**src/rtl/sar_pkg.sv**
```systemverilog
package sar_pkg;

    typedef enum logic [1:0] {
        PH_IDLE   = 2'd0,
        PH_SAMPLE = 2'd1,
        PH_SEARCH = 2'd2
    } phase_e;

    // Per-cycle commands from the sequencer to the datapath
    typedef struct packed {
        logic load;    // reset trial to MSB-only, arm bit pointer
        logic step;    // decide the bit under test
    } sar_ctl_s;

    function automatic logic is_busy(input phase_e ph);
        return ph != PH_IDLE;
    endfunction

endpackage

```
**src/rtl/sar_phase_fsm.sv**
```systemverilog
module sar_phase_fsm
    import sar_pkg::*;
(
    input  logic     clk,
    input  logic     rst,
    input  logic     start_i,
    input  logic     cont_i,
    input  logic     last_i,
    output phase_e   phase_o,
    output sar_ctl_s ctl_o
);

    phase_e phase_q, phase_n;

    always_comb begin
        phase_n = phase_q;
        unique case (phase_q)
            PH_IDLE:   if (start_i) phase_n = PH_SAMPLE;
            PH_SAMPLE: phase_n = PH_SEARCH;
            PH_SEARCH: if (last_i) phase_n = cont_i ? PH_SAMPLE : PH_IDLE;
            default:   phase_n = PH_IDLE;
        endcase
    end

    always_ff @(posedge clk) begin
        if (rst) phase_q <= PH_IDLE;
        else     phase_q <= phase_n;
    end

    assign ctl_o.load = (phase_q == PH_SAMPLE);
    assign ctl_o.step = (phase_q == PH_SEARCH);
    assign phase_o    = phase_q;

endmodule

```
**src/rtl/sar_trial_reg.sv**
```systemverilog
module sar_trial_reg #(
    parameter int W = 8
) (
    input  logic         clk,
    input  logic         rst,
    input  logic         load_i,
    input  logic         step_i,
    input  logic         cmp_i,
    output logic [W-1:0] trial_o,
    output logic [W-1:0] decided_o,
    output logic         last_o
);

    localparam logic [W-1:0] TOP_ONLY = {1'b1, {(W-1){1'b0}}};

    logic [W-1:0] trial_q;
    logic [W-1:0] mask_q;     // one-hot: bit under test
    logic [W-1:0] trial_n;

    for (genvar i = 0; i < W; i++) begin : g_bit
        logic promote;        // bit above is being decided now, this one is next trial
        if (i == W - 1) begin : g_top
            assign promote = 1'b0;
        end else begin : g_low
            assign promote = mask_q[i+1];
        end
        assign trial_n[i] = mask_q[i] ? cmp_i : (promote | trial_q[i]);
    end

    always_ff @(posedge clk) begin
        if (rst) begin
            trial_q <= '0;
            mask_q  <= '0;
        end else if (load_i) begin
            trial_q <= TOP_ONLY;
            mask_q  <= TOP_ONLY;
        end else if (step_i) begin
            trial_q <= trial_n;
            mask_q  <= mask_q >> 1;
        end
    end

    assign trial_o   = trial_q;
    assign decided_o = trial_n;
    assign last_o    = mask_q[0];

endmodule

```
**src/rtl/sar_result_reg.sv**
```systemverilog
module sar_result_reg #(
    parameter int W = 8
) (
    input  logic         clk,
    input  logic         rst,
    input  logic         capture_i,
    input  logic [W-1:0] code_i,
    output logic [W-1:0] result_o,
    output logic         done_o
);

    logic [W-1:0] result_q;
    logic         done_q;

    always_ff @(posedge clk) begin
        if (rst) begin
            result_q <= '0;
            done_q   <= 1'b0;
        end else begin
            done_q <= capture_i;
            if (capture_i) result_q <= code_i;
        end
    end

    assign result_o = result_q;
    assign done_o   = done_q;

endmodule

```
**src/rtl/sar_seq_ctrl.sv**
```systemverilog
module sar_seq_ctrl
    import sar_pkg::*;
#(
    parameter int W = 8
) (
    input  logic         clk,
    input  logic         rst,
    input  logic         start_i,
    input  logic         cont_i,
    input  logic         cmp_i,
    output logic         sample_o,
    output logic [W-1:0] trial_o,
    output logic         busy_o,
    output logic [W-1:0] result_o,
    output logic         done_o
);

    phase_e       phase;
    sar_ctl_s     ctl;
    logic         last;
    logic [W-1:0] decided;

    sar_phase_fsm u_fsm (
        .clk     (clk),
        .rst     (rst),
        .start_i (start_i),
        .cont_i  (cont_i),
        .last_i  (last),
        .phase_o (phase),
        .ctl_o   (ctl)
    );

    sar_trial_reg #(.W(W)) u_trial (
        .clk       (clk),
        .rst       (rst),
        .load_i    (ctl.load),
        .step_i    (ctl.step),
        .cmp_i     (cmp_i),
        .trial_o   (trial_o),
        .decided_o (decided),
        .last_o    (last)
    );

    sar_result_reg #(.W(W)) u_result (
        .clk       (clk),
        .rst       (rst),
        .capture_i (ctl.step & last),
        .code_i    (decided),
        .result_o  (result_o),
        .done_o    (done_o)
    );

    assign sample_o = ctl.load;
    assign busy_o   = is_busy(phase);

endmodule

```
**config.mk**
```make
export PLATFORM = sky130hd
export DESIGN_NAME = sar_seq_ctrl
export DESIGN_NICKNAME = d
export VERILOG_FILES = /design/src/rtl/sar_pkg.sv /design/src/rtl/sar_phase_fsm.sv /design/src/rtl/sar_trial_reg.sv /design/src/rtl/sar_result_reg.sv /design/src/rtl/sar_seq_ctrl.sv
export SDC_FILE = /design/constraint.sdc
export NUM_CORES = 1
export LEC_CHECK = 0
export ABC_AREA = 1
export BUFFER_PORTS_ARGS = -buffer_cell sky130_fd_sc_hd__buf_4
export CORE_AREA = 2 2 53 55
export DETAILED_ROUTE_END_ITERATION = 12
export DIE_AREA = 0 0 55 57
export HOLD_SLACK_MARGIN = 0.12
export PLACE_DENSITY = 0.74
export SETUP_SLACK_MARGIN = 0.5
export SLEW_MARGIN = 0
export SYNTH_ARGS = -nofsm -noshare
export SYNTH_HDL_FRONTEND = slang
export SYNTH_SLANG_ARGS = --single-unit
```
**constraint.sdc**
```tcl
create_clock -name clk -period 1.2 [get_ports clk]
set_input_delay 0.06 -clock clk [delete_from_list [all_inputs] [get_ports clk]]
set_output_delay 0.06 -clock clk [all_outputs]
set_load 0.1 [all_outputs]
```
* After elaboration in Yosys (flattened, before gate mapping)
Index checks and enable logic that the tools add are counted.
** Word-level totals
- Memories kept :: 0
- Bits in latches :: 0
- Bits in writable memories :: 0
- Input bits :: 5
- Logic and storage cells :: 40
- Bits in read-only memories :: 0
- Output and inout port bits :: 19
- Register bits after elaboration :: 27
** Cells by class
- $mul :: 0
- Multiplexer cells :: 16
- Magnitude comparators :: 0
- Add/sub/neg operators :: 0
- Div/mod/pow operators :: 0
- Shifts and indexed selects :: 0
- Reduce and logical (&&, ||, !) cells :: 5
- Eq/ne operators :: 4
- Bitwise logic cells :: 8
** Operators with widths (count)
- 2-to-1 mux 8 bit :: 4
- 2-to-1 mux 1 bit :: 9
- bitwise OR 1 bit :: 7
- one-hot mux 2 bit (3 select lines) :: 1
- 2-to-1 mux 2 bit :: 2
- != test 2 bit (second input constant) :: 2
- nonzero test 2 bit :: 2
- equality test 2 x 1 -> 1 bit (second input constant) :: 1
- equality test 2 bit (second input constant) :: 1
- logical NOT 2 bit :: 1
- AND reduction 2 bit :: 1
- OR reduction 2 bit :: 1
- bitwise AND 1 bit :: 1

* Logic depth before layout (Yosys ltp)
Gate-level depths: netlist (run 1).
- Depth after elaboration :: 4
- Gate-level depth with buffers :: 8
- Gate-level depth less buffers :: 7

* By module
A second synthesis (run 1) with hierarchy kept.
** Unflattened totals
- Cells, all modules :: 181
- Area total of the unflattened synthesis :: 1202.4 um2
** By module, submodules not included
- sar_trial_reg :: instances 1, seq. area each 320.3 um2, cells each 103, area an instance 701.9 um2
- sar_result_reg :: instances 1, seq. area each 180.2 um2, cells each 54, area an instance 369.1 um2
- sar_phase_fsm :: instances 1, seq. area each 40.0 um2, cells each 19, area an instance 112.6 um2
- sar_seq_ctrl :: instances 1, seq. area each 0.0 um2, cells each 5, area an instance 18.8 um2

* Worst setup path before layout (run 1)
OpenSTA, ideal clock, no wires.
- Path type :: register to register
- Start :: register u_fsm.phase_q[1], in the netlist u_fsm.phase_o[1]
- End :: register u_trial.trial_q[3], in the netlist u_trial.trial_o[3]
- Setup time :: 0.123 ns
- Data required time :: 1.077 ns
- Arrival time :: 1.638 ns
- Stages on the path, launching flop included :: 7
- Path buffers :: 1
- Setup slack :: -0.561 ns
- Period minus slack after synthesis :: 1.761 ns
- Cells stage by stage :: dfxtp_1 inv_1 ha_1 nor2_4 clkbuf_4 o21ai_0 a21oi_1
** Between the ends
- Word-level cells in the longest chain between the ends :: 2
- Elaborated cells on any way between the ends :: 3
- Those cells by class :: eq/ne: 2; reduce/logical: 1
** Ends and longest elaborated chain
- start, declared :: RTL line sar_phase_fsm.sv:13 : phase_e phase_q, phase_n;
- start signal, assigned :: RTL line sar_phase_fsm.sv:27 : else phase_q <= phase_n;
- equality test 2 x 1 -> 1 bit :: RTL line sar_phase_fsm.sv:30 : assign ctl_o.load = (phase_q == PH_SAMPLE);
- net sample_o :: RTL line sar_seq_ctrl.sv:11 : output logic sample_o,
- OR reduction 2 bit (no source line)
- end signal, assigned :: RTL line sar_trial_reg.sv:38 : trial_q <= trial_n;
- end, declared :: RTL line sar_trial_reg.sv:16 : logic [W-1:0] trial_q;
The timed path passes the listed nets, and every way through them passes these cells.
A chain may end at the register's enable or synchronous reset.

* Worst setup path in the final report (run 1)
- Start :: register u_fsm.phase_q[0], in the netlist u_fsm.phase_o[0]
- End :: output port busy_o
** Between the ends
- Word-level cells in the longest chain between the ends :: 1
** Ends and longest elaborated chain
- nonzero test 2 bit :: RTL line sar_pkg.sv:16 : return ph != PH_IDLE;
- end, declared :: RTL line sar_seq_ctrl.sv:13 : output logic busy_o,
No other way between the ends.

==> results.sh, run 1 <==
export IMPL_status="complete, but fails checks"
export IMPL_violations="setup timing"
export IMPL_antenna_found_initial=0
export IMPL_dieArea_um2=3140
export IMPL_reg2reg_slack_ns=-0.13
export IMPL_final_max_slew_viol_count=0
export IMPL_layout_drive_gt1_share=0.480
export IMPL_pwr_share_seq=0.272
export IMPL_grt_max_degree=17
export IMPL_start_util=0.449
export IMPL_cpMaxStageDelayCell="dfxtp_4"
export IMPL_syn_area_um2=1170
export IMPL_hold_slack_ns=0.0969
export IMPL_holdCritStartpoint="start_i"
export IMPL_grt_usage=0.223
export IMPL_cp_cell_sequence="inv_4 -> buf_6 -> ha_4 -> clkinvlp_4 -> buf_12"
export IMPL_reg2regPathDepth=9
export IMPL_worstHoldPathType="primary input to flip-flop"
export IMPL_vias_per_cell=5.00
export IMPL_combinationalPowerShare=0.647
export IMPL_ant_nets=0
export IMPL_drc=0
export IMPL_clk_pin_slew_ns=0.14
export IMPL_cts_inserted_buffers=3
export IMPL_gp_congestion=0.794
export IMPL_clkLatencyLatePin_ns=0.34
export IMPL_rsz0062_at_grt="true"
export IMPL_setup_ws_ns=-0.165
export IMPL_cts_tree="built"
export IMPL_path_max_fanout=3
export IMPL_p_sw_w=0.00247
export IMPL_wl_per_cell_um=13.5
export IMPL_routed_wl_um=3070
export IMPL_cts_buffer_depth=2
export IMPL_p_per_area_nw_per_um2=2610
export IMPL_cp_top_family="flip-flops"
export IMPL_end_kind="primary output"
export IMPL_rows=19
export IMPL_setup_viol=15
export IMPL_busiest_layer="met2"
export IMPL_drt_iter0_markers=32
export IMPL_reg2reg_to="u_fsm.phase_o[0]$_SDFFE_PP0P_"
export IMPL_core_area_um2=2620
export IMPL_fmax_mhz=733
export IMPL_area_growth_pct=66.7
export IMPL_grtUsageMet3=0.0340
export IMPL_multi_input_area_um2=566
export IMPL_hold_viol=0
export IMPL_grt_use_met1=0.250
export IMPL_clock_sinks=27
export IMPL_route_vias_total=1136
export IMPL_grt_pass1_vias=1203
export IMPL_intPower_w=0.00263
export IMPL_worstHoldPathCells=5
export IMPL_fin_cells=227
export IMPL_startpoint_type="flip-flop"
export IMPL_worstMarginPinSlew_ns=0.443
export IMPL_max_vdd_ir_drop_v=0.00184
export IMPL_reg2reg_from="u_fsm.phase_o[0]$_SDFFE_PP0P_"
export IMPL_cts_max_level=1
export IMPL_pwr_share_clk=0.081
export IMPL_die_h_um=57
export IMPL_required_ns=1.14
export IMPL_slew_headroom=0.704
export IMPL_grt_pass1_wl_um=5020
export IMPL_n_antenna_cell=0
export IMPL_utilization=0.748
export IMPL_grt_overflow=0
export IMPL_fin_crit_sh=1.14
export IMPL_syn_inst=148
export IMPL_crit_buf_inv=4
export IMPL_dp_cells=205
export IMPL_fp_dieW_um=55
export IMPL_cp_arrival_ns=1.31
export IMPL_clock_skew_ns=0.0104
export IMPL_io_buffers=23
export IMPL_critPathMaxStageDelay_ns=0.41
export IMPL_power_leakage_nw=0.837
export IMPL_crit_type="flip-flop to primary output"
export IMPL_fin_crit_ns=1.37
export IMPL_place_hpwl_um=1790
export IMPL_io_pins=24
export IMPL_synth_net_count=157
export IMPL_avgSynthCellArea_um2=7.93
export IMPL_ys_types=22
export IMPL_firstDrtPassIters=4
export IMPL_yosysWarnings=0
export IMPL_root_buffer="clkbuf_4"
export IMPL_grt_met2_usage=0.400
export IMPL_fill_cells=177
export IMPL_ys_ff_latch=27
export IMPL_holdPathEnd="u_fsm.phase_o[1]$_SDFFE_PP0P_"
export IMPL_fin_nets=206
export IMPL_power_w=0.00510
export IMPL_switching_share=0.485
export IMPL_ff_latch_area_um2=597
export IMPL_drv_cap=0
export IMPL_yosysSeqAreaShare=0.461
worst min-delay path, cell delays in order:
cell,delay (ns)
buf_4,0.08
inv_1,0.03
nand2_1,0.09
a21oi_1,0.07
nor2_1,0.08
final cells by class:
| cell class | count | share of cell area |
|---|---|---|
| clock buffer | 3 | 0.0115 |
| clock inverter | 1 | 0.00384 |
| inverter | 17 | 0.0409 |
| multi-input combinational | 98 | 0.289 |
| sequential | 27 | 0.305 |
| tap | 31 | 0.0198 |
| timing repair buffer | 50 | 0.330 |
worst max-delay path by stage:
stage	start	slack, ns	to	cells past startpoint
global route	u_fsm.phase_o[0]$_SDFFE_PP0P_	-0.22	busy_o	5
finish	u_fsm.phase_o[0]$_SDFFE_PP0P_	-0.17	busy_o	5
detailed placement	u_fsm.phase_o[0]$_SDFFE_PP0P_	-0.05	u_result.result_o[7]$_SDFFE_PP0P_	6
floorplan	u_fsm.phase_o[0]$_SDFFE_PP0P_	-0.18	u_fsm.phase_o[0]$_SDFFE_PP0P_	6
CTS	u_fsm.phase_o[0]$_SDFFE_PP0P_	-0.16	busy_o	5
global placement	u_fsm.phase_o[0]$_SDFFE_PP0P_	-0.03	u_result.result_o[7]$_SDFFE_PP0P_	6
registers in the layout, indices dropped and copies added (netlist names):
| signal | cells |
|---|---|
| u_fsm.phase_o | 2 |
| u_result.done_o | 1 |
| u_result.result_o | 8 |
| u_trial.mask_q | 8 |
| u_trial.trial_o | 8 |
cell usage in the layout (no fill, tap or decap), types with 6 or more instances in the layout:
master / n
a21oi_1: 18
nor2_1: 9
o21ai_1: 13
nand2_1: 29
buf_4: 24
dfxtp_1: 8
dfxtp_4: 13
buf_12: 20
dfxtp_2: 6
inv_1: 12
o21ai_0: 6
synth_stat cells:
cell type	n	share of area
o21ai_2	3	0.022
a21oi_2	4	0.030
clkbuf_4	1	0.0064
buf_6	1	0.0096
a21oi_1	19	0.081
buf_4	1	0.0064
nand3b_1	1	0.0064
buf_8	1	0.013
inv_1	16	0.051
nor2_2	1	0.0053
nand2_4	1	0.0096
ha_1	4	0.043
inv_4	1	0.0053
nand3_1	3	0.013
nor2_4	1	0.0096
a211oi_1	1	0.0064
o21ai_1	1	0.0043
nor2_1	10	0.032
buf_2	2	0.0085
dfxtp_1	27	0.46
o21ai_0	19	0.081
nand2_1	30	0.096
power groups by stage:
stage	registers [W]	logic [W]	clock network, W
2_1_floorplan	0.00198	0.00138	0
3_3_place_gp	0.00133	0.00244	0
3_5_place_dp	0.00135	0.00247	0
4_1_cts	0.00138	0.00316	0.000422
5_1_grt	0.00142	0.00351	0.000470
6_report	0.00139	0.00330	0.000415
cell families after synthesis:
group	share of synthesized area
simple gates	0.172
compound gates	0.225
buf+inv	0.100
flops	0.461
fa+ha+maj	0.0426
per-layer routing:
layer / share of wire / wire (um) / up-vias
met5: 0 / 0 / -
met2: 0.54 / 1650 / 29
met3: 0.045 / 137 / 5
met4: 0.020 / 62 / 0
met1: 0.40 / 1220 / 527
li1: - / - / 575
repair_timing:
item	CTS	global route
pin swaps	2	1
buffers inserted	13	3
hold buffers	1	1
endpoints found under the hold margin	4	3
setup endpoints to repair	46	46
resized for setup	67	7
through the flow:
| stage | cell area (um^2) | setup slack (ns) | setup TNS [ns] |
|---|---|---|---|
| 2_1_floorplan | 1280 | -0.180 | -0.358 |
| 3_3_place_gp | 1500 | -0.0258 | -0.0505 |
| 3_5_place_dp | 1500 | -0.0544 | -0.323 |
| 4_1_cts | 1910 | -0.163 | -2.22 |
| 5_1_grt | 1960 | -0.223 | -2.38 |
| 6_report | 1960 | -0.165 | -0.992 |
No activity file was read; power rests on OpenSTA's default activity.
==> run 2: changes to the inputs <==
Settings changed: SETUP_SLACK_MARGIN 0.5 to default.
==> run 2 against run 1 <==
Compared with the run above: the run still ends with setup timing left; design area is 19% lower; clock skew rose by 0.0078 ns; global-route usage shrank 2.7 points; largest cell class is now multi-input gates.
==> results.sh, run 2 (synthesis results as in run 1) <==
export IMPL_wl_per_cell_um=12.6
export IMPL_p_sw_w=0.00233
export IMPL_layout_drive_gt1_share=0.418
export IMPL_cts_max_level=1
export IMPL_p_per_area_nw_per_um2=2850
export IMPL_final_cell_mix="nand2_1, buf_4, a21oi_1"
export IMPL_n_antenna_cell=0
export IMPL_combinationalPowerShare=0.625
export IMPL_status="complete, but fails checks"
export IMPL_core_area_um2=2620
export IMPL_startpoint_type="flip-flop"
export IMPL_path_max_fanout=3
export IMPL_critPathMaxStageDelay_ns=0.37
export IMPL_intPower_w=0.00221
export IMPL_slew_headroom=0.720
export IMPL_grt_pass1_vias=1045
export IMPL_firstDrtPassIters=4
export IMPL_crit_buf_inv=4
export IMPL_fin_crit_sh=1.11
export IMPL_cts_buffer_depth=2
export IMPL_worstMarginPinSlew_ns=0.420
export IMPL_antenna_found_initial=0
export IMPL_violations="setup timing"
export IMPL_clkLatencyLatePin_ns=0.33
export IMPL_setup_viol=7
export IMPL_cpMaxStageDelayCell="dfxtp_2"
export IMPL_pwr_share_seq=0.285
export IMPL_power_leakage_nw=0.717
export IMPL_cts_inserted_buffers=3
export IMPL_drv_cap=0
export IMPL_setup_ws_ns=-0.131
export IMPL_hold_viol=0
export IMPL_fp_dieW_um=55
export IMPL_fin_crit_ns=1.33
export IMPL_start_util=0.449
export IMPL_io_buffers=23
export IMPL_pre_cts_ws_ns=-0.105
export IMPL_routed_wl_um=2680
export IMPL_rsz0062_at_grt="true"
export IMPL_cp_cell_sequence="inv_2 -> buf_6 -> ha_4 -> clkinvlp_4 -> buf_12"
export IMPL_cp_top_family="buffers and inverters"
export IMPL_pwr_share_clk=0.090
export IMPL_drc=0
export IMPL_setup_tns_ns=-0.415
export IMPL_rows=19
export IMPL_fin_nets=192
export IMPL_fmax_mhz=751
export IMPL_route_vias_total=1059
export IMPL_clk_pin_slew_ns=0.14
export IMPL_crit_type="flip-flop to primary output"
export IMPL_io_pins=24
export IMPL_clock_skew_ns=0.0182
export IMPL_die_h_um=57
export IMPL_place_hpwl_um=1930
export IMPL_worstHoldPathType="primary input to flip-flop"
export IMPL_root_buffer="clkbuf_4"
export IMPL_grt_overflow=0
export IMPL_max_vdd_ir_drop_v=0.00213
export IMPL_switching_share=0.514
export IMPL_grt_pass1_wl_um=4570
export IMPL_gp_congestion=0.821
export IMPL_area_growth_pct=35.5
export IMPL_cp_arrival_ns=1.27
export IMPL_required_ns=1.14
export IMPL_grt_usage=0.195
export IMPL_clock_sinks=27
export IMPL_vias_per_cell=4.97
export IMPL_grt_max_degree=16
export IMPL_end_kind="primary output"
export IMPL_ant_nets=0
export IMPL_final_max_slew_viol_count=0
export IMPL_dieArea_um2=3140
export IMPL_cts_tree="built"
export IMPL_drt_iter0_markers=16
-- run 2: worst paths after layout --
check	start	end	slack, ns	cells after the start
max	u_fsm.phase_o[1]$_SDFFE_PP0P_	busy_o	-0.13	5
min	cont_i	u_fsm.phase_o[0]$_SDFFE_PP0P_	0.12	5
max reg2reg	u_fsm.phase_o[0]$_SDFFE_PP0P_	u_fsm.phase_o[1]$_SDFFE_PP0P_	-0.05	5
min reg2reg	u_trial.mask_q[3]$_SDFFE_PP0N_	u_trial.mask_q[2]$_SDFFE_PP0N_	0.49	2
-- run 2: layout make-up --
type / count / area, um^2
Inverter: 17 / 70.1
Clock inverter: 1 / 5.00
Sequential cell: 27 / 562
Clock buffer: 3 / 22.5
Timing Repair Buffer: 36 / 328
Multi-Input combinational cell: 98 / 564
Fill cell: 233 / 1020
Tap cell: 31 / 38.8
-- run 2: tightest hold or removal path: stages --
cell and delay [ns]:
buf_4 0.11, nand2_1 0.07, a21oi_2 0.05, nor2_1 0.09, nor2_1 0.05
-- run 2: power groups by stage --
| stage | combinational [W] | clock, W | sequential (W) |
|---|---|---|---|
| 2_1_floorplan | 0.00131 | 0 | 0.00196 |
| 3_3_place_gp | 0.00240 | 0 | 0.00130 |
| 3_5_place_dp | 0.00245 | 0 | 0.00132 |
| 4_1_cts | 0.00271 | 0.000407 | 0.00129 |
| 5_1_grt | 0.00304 | 0.000452 | 0.00133 |
| 6_report | 0.00284 | 0.000408 | 0.00129 |
-- run 2: layer usage --
metal  GRT usage  vias up  routed length [um]
met5           0        -                   0
met4      0.0557        0                  56
met3      0.0288        6                  75
met2       0.338       19                1370
met1       0.246      486                1170
li1            -      548                   -
-- run 2: what timing repair did --
| item | 4_1_cts | 5_1_grt |
|---|---|---|
| setup endpoints to repair | 28 | 27 |
| pin swaps | 1 | 4 |
| gates resized for setup | 8 | 11 |
| hold buffers | 2 | 0 |
| endpoints found under the hold margin | 2 | 0 |
| buffers inserted | 3 | 1 |
-- run 2: through the flow --
step / std cells / util / area [um^2] / power [W] / hold WS (ns)
after global routing: 213 / 0.608 / 1590 / 0.00482 / 0.161
final: 213 / 0.608 / 1590 / 0.00454 / 0.120
after floorplan: 148 / - / 1230 / 0.00327 / 0.138
after detailed placement: 203 / 0.551 / 1440 / 0.00377 / 0.275
after CTS: 212 / 0.595 / 1560 / 0.00441 / 0.121
after global placement: 203 / 0.551 / 1440 / 0.00370 / 0.269
==> run 3: changes to the inputs <==
Settings changed: ABC_AREA 1 to 0, PLACE_DENSITY 0.74 to 0.73.
Clock period 1.2 ns to 1.1 ns, I/O delays scaled along.
==> run 3 against run 2 <==
Compared with the run above: the flow still finishes with violations (setup timing); via count increased by 6.4%; critical path type is now flip-flop to flip-flop; count of clock-buffer cells in the layout increased by 1; non-clock buffer count increased by 14; critical path depth decreased by 1; global-route usage increased by 2.6 points; synthesized area decreased by 2.5%; core utilization increased by 8.8 points; register-to-register slack got worse by 0.30 ns; worst hold slack improved by 0.073 ns; die area unchanged; synthesized cell count decreased by 11%.
==> results.sh, run 3 <==
export IMPL_cts_buffer_depth=2
export IMPL_fin_nets=190
export IMPL_synth_async_sr_flop_share=0
export IMPL_slew_headroom=0.842
export IMPL_critPathMaxStageDelay_ns=0.53
export IMPL_rows=19
export IMPL_setup_ws_ns=-0.353
export IMPL_yosysWarnings=0
export IMPL_antenna_found_initial=0
export IMPL_setup_viol=28
export IMPL_crit_buf_inv=1
export IMPL_worstMarginPinSlew_ns=0.231
export IMPL_fin_crit_ns=1.45
export IMPL_synth_compound_area_frac=0.115
export IMPL_cp_top_family="simple AND/OR/NAND/NOR gates"
export IMPL_end_kind="flip-flop"
export IMPL_grt_overflow=0
export IMPL_power_leakage_nw=0.700
export IMPL_fin_cells=211
export IMPL_routed_wl_um=3220
export IMPL_core_area_um2=2620
export IMPL_synthMuxAreaShare=0.0787
export IMPL_worstHoldPathCells=4
export IMPL_layout_drive_gt1_share=0.589
export IMPL_cts_max_level=1
export IMPL_yosys_area_share_simple=0.249
export IMPL_reg2regPathDepth=4
export IMPL_route_vias_total=1127
export IMPL_setup_tns_ns=-5.46
export IMPL_utilization=0.696
export IMPL_place_hpwl_um=1990
export IMPL_grtUsageMet3=0.0314
export IMPL_worstHoldPathType="primary input to flip-flop"
export IMPL_syn_inst=131
export IMPL_pre_cts_ws_ns=-0.333
export IMPL_synth_xor_area_frac=0
export IMPL_ys_flop_type="dfxtp_1"
export IMPL_ant_nets=0
export IMPL_fin_crit_sh=1.32
export IMPL_grt_pass1_vias=1085
export IMPL_clkLatencyLatePin_ns=0.32
export IMPL_area_growth_pct=58.9
export IMPL_crit_type="flip-flop to flip-flop"
export IMPL_grt_max_degree=16
export IMPL_n_antenna_cell=0
export IMPL_final_cell_mix="buf_4, dfxtp_2, nand2_1"
export IMPL_drt_iter0_markers=32
export IMPL_cp_arrival_ns=1.72
export IMPL_dp_cells=197
export IMPL_required_ns=1.36
export IMPL_wl_per_cell_um=15.3
export IMPL_grt_usage=0.222
export IMPL_synth_net_count=140
export IMPL_clk_pin_slew_ns=0.15
export IMPL_cpMaxStageDelayCell="or4_4"
export IMPL_crit_cells=4
export IMPL_rsz0062_at_grt="true"
export IMPL_dieArea_um2=3140
export IMPL_synth_top_area_frac=0.472
export IMPL_syn_area_um2=1140
export IMPL_die_h_um=57
export IMPL_final_common_cell="buf_4"
export IMPL_avgSynthCellArea_um2=8.74
export IMPL_yosysSeqAreaShare=0.472
export IMPL_start_util=0.438
export IMPL_grt_met2_usage=0.350
export IMPL_hold_viol=0
export IMPL_fp_dieW_um=55
export IMPL_cts_inserted_buffers=3
export IMPL_synth_adder_area_share=0.0437
export IMPL_synth_area_top_cells="dfxtp_1, mux2i_1, a21oi_1"
export IMPL_hold_slack_ns=0.194
export IMPL_yosysTopAreaCell="dfxtp_1"
export IMPL_grt_use_met1=0.298
export IMPL_synth_edf_count=0
export IMPL_clock_skew_ns=0.00516
export IMPL_grt_pass1_wl_um=5050
export IMPL_ys_types=24
export IMPL_status="complete, but fails checks"
export IMPL_yosys_top_cells_count="dfxtp_1, a21oi_1, nand2_1"
export IMPL_ys_ff_latch=27
export IMPL_p_per_area_nw_per_um2=1760
export IMPL_drc=0
export IMPL_busiest_layer="met2"
export IMPL_io_pins=24
export IMPL_drv_cap=0
export IMPL_synth_most_common_cell="dfxtp_1"
export IMPL_synth_top_family_by_area="simple AND/OR/NAND/NOR gates"
export IMPL_cts_tree="built"
export IMPL_io_buffers=23
export IMPL_violations="setup timing"
export IMPL_path_max_fanout=3
export IMPL_firstDrtPassIters=4
export IMPL_gp_congestion=0.725
export IMPL_fmax_mhz=688
export IMPL_startpoint_type="flip-flop"
export IMPL_root_buffer="clkbuf_4"
export IMPL_clock_sinks=27
export IMPL_cp_cell_sequence="buf_4 -> ha_1 -> or4_4 -> a21oi_1"
export IMPL_vias_per_cell=5.34
export IMPL_final_max_slew_viol_count=0
export IMPL_max_vdd_ir_drop_v=0.00210
[run 3: cell types whose count changed after synthesis, moves of 9 or more]
cell / delta
mux2i_1: +9
o21ai_0: -17
inv_1: -12
nand2_1: -15
nand3_1: +9
[run 3: final timing paths]
check / startpoint / end / slack, ns
worst max register to register: u_fsm.phase_o[0]$_SDFFE_PP0P_ / u_fsm.phase_o[0]$_SDFFE_PP0P_ / -0.35
worst max-delay path: u_fsm.phase_o[0]$_SDFFE_PP0P_ / u_fsm.phase_o[0]$_SDFFE_PP0P_ / -0.35
worst min-delay path: start_i / u_fsm.phase_o[0]$_SDFFE_PP0P_ / 0.19
worst min register to register: u_result.result_o[2]$_SDFFE_PP0P_ / u_result.result_o[2]$_SDFFE_PP0P_ / 0.46
[run 3: routing by layer]
metal	vias up	routed length (um)	part of all wire
met5	-	0	0
met4	0	93	0.029
met3	6	98	0.030
met2	26	1620	0.50
met1	549	1410	0.44
li1	546	-	-
[run 3: logic make-up (layout without fill, tap and decap cells)]
family,count (synthesis),after routing
buf+inv,10,58
compound gates,23,23
simple gates,58,59
mux,9,9
fa+ha+maj,4,4
flops,27,27
[run 3: metrics by stage]
step	total power, W	area, um^2
finish	0.00321	1820
global route	0.00334	1820
CTS	0.00308	1790
detailed placement	0.00233	1560
global placement	0.00228	1560
floorplan	0.00204	1270
[run 3: power by group]
part | leakage [nW] | internal (W) | switching, W
Sequential | 0.228 | 0.00105 | 0.0000595
Combinational | 0.457 | 0.000740 | 0.000917
Clock | 0.0150 | 0.000142 | 0.000300
[run 3: cell type report]
| class | count | area, um^2 |
|---|---|---|
| Timing Repair Buffer | 50 | 445 |
| Tap cell | 31 | 38.8 |
| Inverter | 4 | 26.3 |
| Clock buffer | 4 | 26.3 |
| Sequential cell | 27 | 571 |
| Multi-Input combinational cell | 95 | 712 |
| Fill cell | 186 | 796 |
[run 3: timing repair]
item                                    CTS  global route
hold endpoints to repair                 14             0
setup buffers                             7             1
hold buffers                              3             0
endpoints found under the setup margin   28            29
pin swaps                                 6             2
cloned                                    1             0
gates resized for setup                  34            10
[run 3: worst min-delay path: stages]
cell,delay (ns)
buf_4,0.13
nor2b_4,0.13
or4_4,0.13
a21oi_1,0.05
